<file path="src/rtl/irq_bank_pkg.sv">
package irq_bank_pkg;

    localparam int unsigned ADDR_W = 3;

    // Word offsets inside the group; the sequence is part of the programming model.
    typedef enum logic [ADDR_W-1:0] {
        OFS_MODE   = 3'd0,
        OFS_CAUSE  = 3'd1,
        OFS_MASKED = 3'd2,
        OFS_SET    = 3'd3,
        OFS_MASK   = 3'd4,
        OFS_MSET   = 3'd5,
        OFS_MCLR   = 3'd6,
        OFS_SPARE  = 3'd7
    } reg_ofs_e;

    // One strobe per register action, decoded from a single bus access.
    typedef struct packed {
        logic wr_mode;
        logic wr_cause;
        logic rd_cause;
        logic wr_masked;
        logic rd_masked;
        logic wr_set;
        logic wr_mask;
        logic wr_mset;
        logic wr_mclr;
    } bus_strobe_t;

endpackage

</file>
<file path="src/rtl/irq_bus_decode.sv">
module irq_bus_decode
    import irq_bank_pkg::*;
(
    input  logic              bus_sel,
    input  logic              bus_wr,
    input  logic [ADDR_W-1:0] bus_addr,
    output bus_strobe_t       stb
);

    always_comb begin
        stb = '0;
        if (bus_sel) begin
            unique case (reg_ofs_e'(bus_addr))
                OFS_MODE:   stb.wr_mode   = bus_wr;
                OFS_CAUSE: begin
                    stb.wr_cause = bus_wr;
                    stb.rd_cause = !bus_wr;
                end
                OFS_MASKED: begin
                    stb.wr_masked = bus_wr;
                    stb.rd_masked = !bus_wr;
                end
                OFS_SET:    stb.wr_set    = bus_wr;
                OFS_MASK:   stb.wr_mask   = bus_wr;
                OFS_MSET:   stb.wr_mset   = bus_wr;
                OFS_MCLR:   stb.wr_mclr   = bus_wr;
                default:    stb           = '0;
            endcase
        end
    end

endmodule

</file>
<file path="src/rtl/irq_edge_detect.sv">
module irq_edge_detect #(
    parameter int unsigned W = 32
) (
    input  logic         clk,
    input  logic         rst_n,
    input  logic [W-1:0] evt_in,
    output logic [W-1:0] rise
);

    logic [W-1:0] prev_d, prev_q;

    always_comb begin
        prev_d = evt_in;
    end

    always_ff @(posedge clk or negedge rst_n) begin
        if (!rst_n) prev_q <= '0;
        else        prev_q <= prev_d;
    end

    assign rise = evt_in & ~prev_q;

endmodule

</file>
<file path="src/rtl/irq_cause_core.sv">
module irq_cause_core
    import irq_bank_pkg::*;
#(
    parameter int unsigned W = 32
) (
    input  logic         clk,
    input  logic         rst_n,
    input  bus_strobe_t  stb,
    input  logic [W-1:0] wdata,
    input  logic [W-1:0] rise,
    output logic [W-1:0] mode_o,
    output logic [W-1:0] cause_o,
    output logic [W-1:0] mask_o,
    output logic         irq_o
);

    typedef struct packed {
        logic [W-1:0] mode;
        logic [W-1:0] cause;
        logic [W-1:0] mask;
        logic         irq;
    } state_t;

    state_t       st_d, st_q;
    logic [W-1:0] clr_vec;
    logic [W-1:0] set_vec;

    // Per-bit clear and set decisions.
    for (genvar b = 0; b < W; b++) begin : g_bit
        logic open_b;
        logic w1c_hit;
        logic cor_hit;
        assign open_b  = ~st_q.mask[b];
        // write-one-to-clear: raw view always, masked view only when unmasked
        assign w1c_hit = ~st_q.mode[b] & wdata[b]
                       & (stb.wr_cause | (stb.wr_masked & open_b));
        // clear-on-read: only a bit that this read returns as 1
        assign cor_hit = st_q.mode[b] & st_q.cause[b]
                       & (stb.rd_cause | (stb.rd_masked & open_b));
        assign clr_vec[b] = w1c_hit | cor_hit;
        assign set_vec[b] = (stb.wr_set & wdata[b]) | rise[b];
    end

    always_comb begin
        st_d = st_q;
        if (stb.wr_mode) st_d.mode = wdata;
        if (stb.wr_mask)      st_d.mask = wdata;
        else if (stb.wr_mset) st_d.mask = st_q.mask | wdata;
        else if (stb.wr_mclr) st_d.mask = st_q.mask & ~wdata;
        // set has priority over any clear on the same bit
        st_d.cause = set_vec | (st_q.cause & ~clr_vec);
        st_d.irq   = |(st_q.cause & ~st_q.mask);
    end

    always_ff @(posedge clk or negedge rst_n) begin
        if (!rst_n) begin
            st_q.mode  <= '0;
            st_q.cause <= '0;
            st_q.mask  <= '1;
            st_q.irq   <= 1'b0;
        end else begin
            st_q <= st_d;
        end
    end

    assign mode_o  = st_q.mode;
    assign cause_o = st_q.cause;
    assign mask_o  = st_q.mask;
    assign irq_o   = st_q.irq;

endmodule

</file>
<file path="src/rtl/irq_cause_bank.sv">
module irq_cause_bank
    import irq_bank_pkg::*;
#(
    parameter int unsigned W = 32
) (
    input  logic              clk,
    input  logic              rst_n,
    input  logic [W-1:0]      evt_in,
    input  logic              bus_sel,
    input  logic              bus_wr,
    input  logic [ADDR_W-1:0] bus_addr,
    input  logic [W-1:0]      bus_wdata,
    output logic [W-1:0]      bus_rdata,
    output logic              irq_out
);

    bus_strobe_t  stb;
    logic [W-1:0] rise_vec;
    logic [W-1:0] mode_vec;
    logic [W-1:0] cause_vec;
    logic [W-1:0] mask_vec;

    irq_bus_decode u_decode (
        .bus_sel  (bus_sel),
        .bus_wr   (bus_wr),
        .bus_addr (bus_addr),
        .stb      (stb)
    );

    irq_edge_detect #(.W(W)) u_edge (
        .clk    (clk),
        .rst_n  (rst_n),
        .evt_in (evt_in),
        .rise   (rise_vec)
    );

    irq_cause_core #(.W(W)) u_core (
        .clk     (clk),
        .rst_n   (rst_n),
        .stb     (stb),
        .wdata   (bus_wdata),
        .rise    (rise_vec),
        .mode_o  (mode_vec),
        .cause_o (cause_vec),
        .mask_o  (mask_vec),
        .irq_o   (irq_out)
    );

    // Read data in the access cycle; clears take effect at the closing edge.
    always_comb begin
        bus_rdata = '0;
        if (bus_sel && !bus_wr) begin
            unique case (reg_ofs_e'(bus_addr))
                OFS_MODE:   bus_rdata = mode_vec;
                OFS_CAUSE:  bus_rdata = cause_vec;
                OFS_MASKED: bus_rdata = cause_vec & ~mask_vec;
                OFS_MASK:   bus_rdata = mask_vec;
                default:    bus_rdata = '0;
            endcase
        end
    end

endmodule

</file>
<file path="config.mk">
export PLATFORM = sky130hd
export DESIGN_NAME = irq_cause_bank
export DESIGN_NICKNAME = d
export VERILOG_FILES = /design/src/rtl/irq_bank_pkg.sv /design/src/rtl/irq_bus_decode.sv /design/src/rtl/irq_edge_detect.sv /design/src/rtl/irq_cause_core.sv /design/src/rtl/irq_cause_bank.sv
export SDC_FILE = /design/constraint.sdc
export NUM_CORES = 1
export LEC_CHECK = 0
export ABC_AREA = 1
export BUFFER_PORTS_ARGS = -buffer_cell sky130_fd_sc_hd__buf_2
export CORE_MARGIN = 8
export CORE_UTILIZATION = 50
export DETAILED_ROUTE_END_ITERATION = 12
export PLACE_DENSITY = 0.8
export SYNTH_ARGS = -nofsm -noshare
export SYNTH_HDL_FRONTEND = slang
export SYNTH_HIERARCHICAL = 1
export SYNTH_SLANG_ARGS = --single-unit
</file>
<file path="constraint.sdc">
create_clock -name clk -period 1.6 [get_ports clk]
set_input_delay 0.32 -clock clk [delete_from_list [all_inputs] [get_ports clk]]
set_output_delay 0.32 -clock clk [all_outputs]
set_load 0.05 [all_outputs]
</file>
## Yosys cells after proc, flatten, opt, wreduce, memory -nomap -nowiden

Index checks and enable logic that the tools add are counted.

- Input port bits: 71
- Output and inout port bits: 33
- Logic and storage cells: 455
- Bits in registers: 129

- Bitwise logic cells: 426
- Eq/ne operators: 6
- Reductions and logical operators: 5
- Multiplexer cells: 13

Operators by type and width:

| kind | count |
|---|---|
| $and 1x1->1 | 224 |
| $and 32x32->32 | 4 |
| $mux 32 | 4 |
| $not 32->32 | 4 |
| $or 1x1->1 | 128 |
| $pmux 32 s4 | 1 |
| $not 1->1 | 64 |
| $or 32x32->32 | 2 |
| $reduce_or 32->1 | 1 |
| $eq 3x3->1 const B | 3 |
| $mux 9 | 1 |
| $eq 3x2->1 const B | 2 |
| $mux 1 | 5 |
| $mux 2 | 2 |
| $eq 3x1->1 const B | 1 |
| $logic_not 3->1 | 1 |
| $reduce_bool 3->1 | 1 |
| $logic_and 1x1->1 | 1 |
| $logic_not 1->1 | 1 |

## Longest topological paths before layout

- Depth after elaboration: 10
- Gate-level depth with buffers: 10

## By module

The synthesis kept the hierarchy.

Modules (own cells, without submodules):

| module | area an instance (um2) | instances | cells each |
|---|---|---|---|
| irq_cause_core | 5071.1 | 1 | 679 |
| irq_cause_bank | 1581.5 | 1 | 356 |
| irq_edge_detect | 1121.1 | 1 | 96 |
| irq_bus_decode | 82.6 | 1 | 20 |

## Least setup slack after synthesis

No wires, ideal clock.

- Kind: input port to output port
- Start: input port bus_addr[1]
- End: output port bus_rdata[11]
- Cell stages on the path: 7
- Buffers on the path: 2
- Arrival: 1608 ps
- Path slack: -328 ps
- Cell sequence: buf_2 -> nor2_4 -> buf_2 -> nand3_1 -> nand2_1 -> nor2_1 -> nor2_1

- Longest elaborated chain between the ends: 3
- Elaborated cells between the ends (all ways): 6
- Those cells by class: eq/ne (3); mux (2); reduce/logical (1)

RTL lines:

| what | line | RTL |
|---|---|---|
| from (decl) | irq_cause_bank.sv:11 | `input logic [ADDR_W-1:0] bus_addr,` |
| $eq 3x3->1, or another cell as far along | irq_cause_bank.sv:53 | `unique case (reg_ofs_e'(bus_addr))` |
| $pmux 32 s4 (*) | irq_cause_bank.sv:53 |  |
| $mux 32 (*) | irq_cause_bank.sv:52 | `if (bus_sel && !bus_wr) begin` |
| to (decl) | irq_cause_bank.sv:13 | `output logic [W-1:0] bus_rdata,` |

Mark *: on every way between the ends. The rest lies on a longest branch, timed or not.

==> flow_summary.ini <==
[critical_path]
worstPathCellList = nor2_2, nand3_1, nand2_1, nor2_2, nor2_4, buf_8
cp_num_buf_inv = 1
path_common_cell = nor2_2
crit_required_ns = 1.28
cp_slowest_cell = dfstp_2
reg2reg_depth = 9
cpPeakStageDelay_ns = 0.58
crit_family = flip-flops
crit_arrival_ns = 1.53
ff2ff_setup_slack_ns = 0.10
critPathMaxFanout = 4
endpoint_kind = primary output
r2r-end = u_core/irq_o
crit_type = reg2out
startpoint_type = flop

[sta]
fin_worst_skew_ns = 0.00657
timing.fmax_mhz = 541
finalSetupViolCount = 32
period_share_pct = 115
tightestPinTransition_ns = 0.517
hold_viol = 0
report.final.slew_viol_count = 0
fin_crit_ns = 1.85
worst_hold_slack_ns = 0.00749
setup_ws_ns = -0.247
slew_headroom_pct = 65.6
rsz0062_at_grt = yes

[job]
cap_viol_max_count = 0

[power]
p_per_area_nw_per_um2 = 1090
p_leak_uw = 0.00534
p_sw_share_pct = 32.3
peakVddDrop_mv = 0.826
p_comb_share_pct = 25.9
p_int_uw = 8010
finalPower_uw = 11800
seqPwrFrac_pct = 38.3
power_switching_uw = 3820
p_clk_share_pct = 35.8

[route]
drt-vias-per-instance = 5.70
routed_wl_mm = 27.3
routedWlPerCell_um = 17.6
final_antenna_net_count = 0
drt-pass1-iter-count = 9
wl_met2_mm = 12.6
route.detailed.drc = 0
route.met3.wl_mm = 3.22
wl_met1_mm = 10.4
drt_iter0_drc = 1111
via_count = 8823
top_layer = met4

[placed_design]
port_buffers = 103
placed_area_um2 = 9200
place.gp.congestion = 0.863
dp_cells = 1457
hpwlAfterDp_mm = 16.3

[cts]
cts_made_buffers = 17
cts_sinks = 129
cts_max_level = 4
cts_root_buf = clkbuf_16
clk-insertion-delay-late_ns = 0.43
clk_path_buf_depth = 2
path_clk_slew_ns = 0.06
tritoncts = yes

[logic_synthesis]
synth-seq-cells = 129
syn-cell-area_um2 = 7860
synth_warnings = 6
synth.distinct_cells = 20
syn_nets = 1222
syn_inst = 1151
syn_area_per_cell_um2 = 6.83
yosysSeqAreaShare_pct = 41.6

[min_path]
worstHoldPathType = in2reg
hold_path_end = u_edge/prev_q[8]
hold_start = evt_in[8]
hold_depth = 1

[global_routing]
grt_pass1_wl_mm = 42.1
track_usage_pct = 26.3
antenna_found_initial = 0
first_global_vias = 8527
gr-total-overflow = 0
grt_max_degree = 52

[final_layout]
final_cells = 1548
fin_util_pct = 69.4
area_growth_pct = 37.8
design_area_um2 = 10800
num_antenna_cells = 0
final_nets = 1390
drive_gt1_share_pct = 32.3

[floorplan]
die_w_um = 141
core_area_um2 = 15600
rows = 46
die_area_um2 = 20000
start_util_pct = 50.4
die_y_um = 141
pin_count = 104

[outcome]
outcome = complete, but fails checks
violations = negative setup slack
## area by class of cell
| class | count | area, um^2 |
|---|---|---|
| Fill cell | 1196 | 4770 |
| Multi-Input combinational cell | 819 | 4270 |
| Sequential cell | 129 | 3270 |
| Timing Repair Buffer | 214 | 1850 |
| Inverter | 138 | 518 |
| Clock buffer | 23 | 488 |
| Tap cell | 216 | 270 |
| Clock inverter | 9 | 153 |
## layout by cell type (no fill, tap or decap), types with 3 or more instances in the layout
cell,n
a21oi_1,32
buf_12,19
buf_2,70
buf_4,91
buf_6,16
buf_8,16
bufinv_16,4
clkbuf_16,17
clkbuf_8,4
clkinvlp_4,3
dfrtp_1,97
dfstp_2,32
inv_1,138
nand2_1,257
nand2_2,19
nand3_1,188
nand3_2,6
nor2_1,34
nor2_2,63
nor2_4,54
o21ai_0,133
o21ai_1,19
o21ai_2,11
## how the worst max path moves through the flow
| stage | start | to | slack (ns) | cells after the start |
|---|---|---|---|---|
| global route | u_core/cause_o[22] | bus_rdata[22] | -0.33 | 7 |
| CTS | flop | bus_rdata[7] | -0.25 | 6 |
| floorplan | bus_wr | bus_rdata[10] | 0.04 | 4 |
| finish | flop | bus_rdata[22] | -0.25 | 6 |
| detailed placement | bus_addr[0] | flop | -0.22 | 9 |
| global placement | bus_addr[0] | u_core/cause_o[16] | -0.17 | 11 |
## repair_timing
| action | in CTS | in global routing |
|---|---|---|
| hold buffers | 1 | 1 |
| setup buffers | 38 | 19 |
| gates resized for setup | 131 | 36 |
| pin swaps | 60 | 56 |
| endpoints found under the setup margin | 32 | 32 |
| endpoints found under the hold margin | 39 | 1 |
## power by group through the flow
stage,combinational (uW),clock [uW],sequential [uW]
2_1_floorplan,1470,0,4440
3_3_place_gp,2040,0,4600
3_5_place_dp,2120,0,4610
4_1_cts,2760,4260,4470
5_1_grt,3330,4390,4590
6_report,3060,4230,4530
## metrics by stage
step                TNS, ns  worst slack [ns]
floorplan                 0            0.0354
global placement     -11.11            -0.171
detailed placement   -16.05            -0.220
CTS                   -7.16            -0.252
global route          -8.51            -0.332
finish                -6.63            -0.247
## cell families after synthesis
logic type,share of synthesized area [%]
and+or+nand+nor,34.6
buffers and inverters,10.9
AOI/OAI and AO/OA,12.9
DFF,41.6
## metal layers
layer	global-route usage, %	up-vias
met1	33.4	4051
met4	11.1	0
met2	41.8	637
met5	0	-
li1	-	4017
met3	6.79	118
## synth_stat cells
master    instances  area share, %
nor2_8            1           0.25
o21ai_1          19            1.2
dfstp_2          32             11
dfrtp_1          97             31
buf_2            21            1.3
nor2_4            3           0.43
nand2_1         277             13
clkbuf_2          2           0.13
buf_6             4           0.57
o21ai_0         133            8.5
inv_1           138            6.6
buf_4             9           0.86
nand3_1         193             12
a21oi_1          32            2.0
o21ai_2          11            1.2
nor2_2           32            2.5
clkbuf_1         29            1.4
nor2_1          116            5.5
nand3_2           1           0.13
nand2_4           1           0.14
Power figures use the tool's default switching activity.
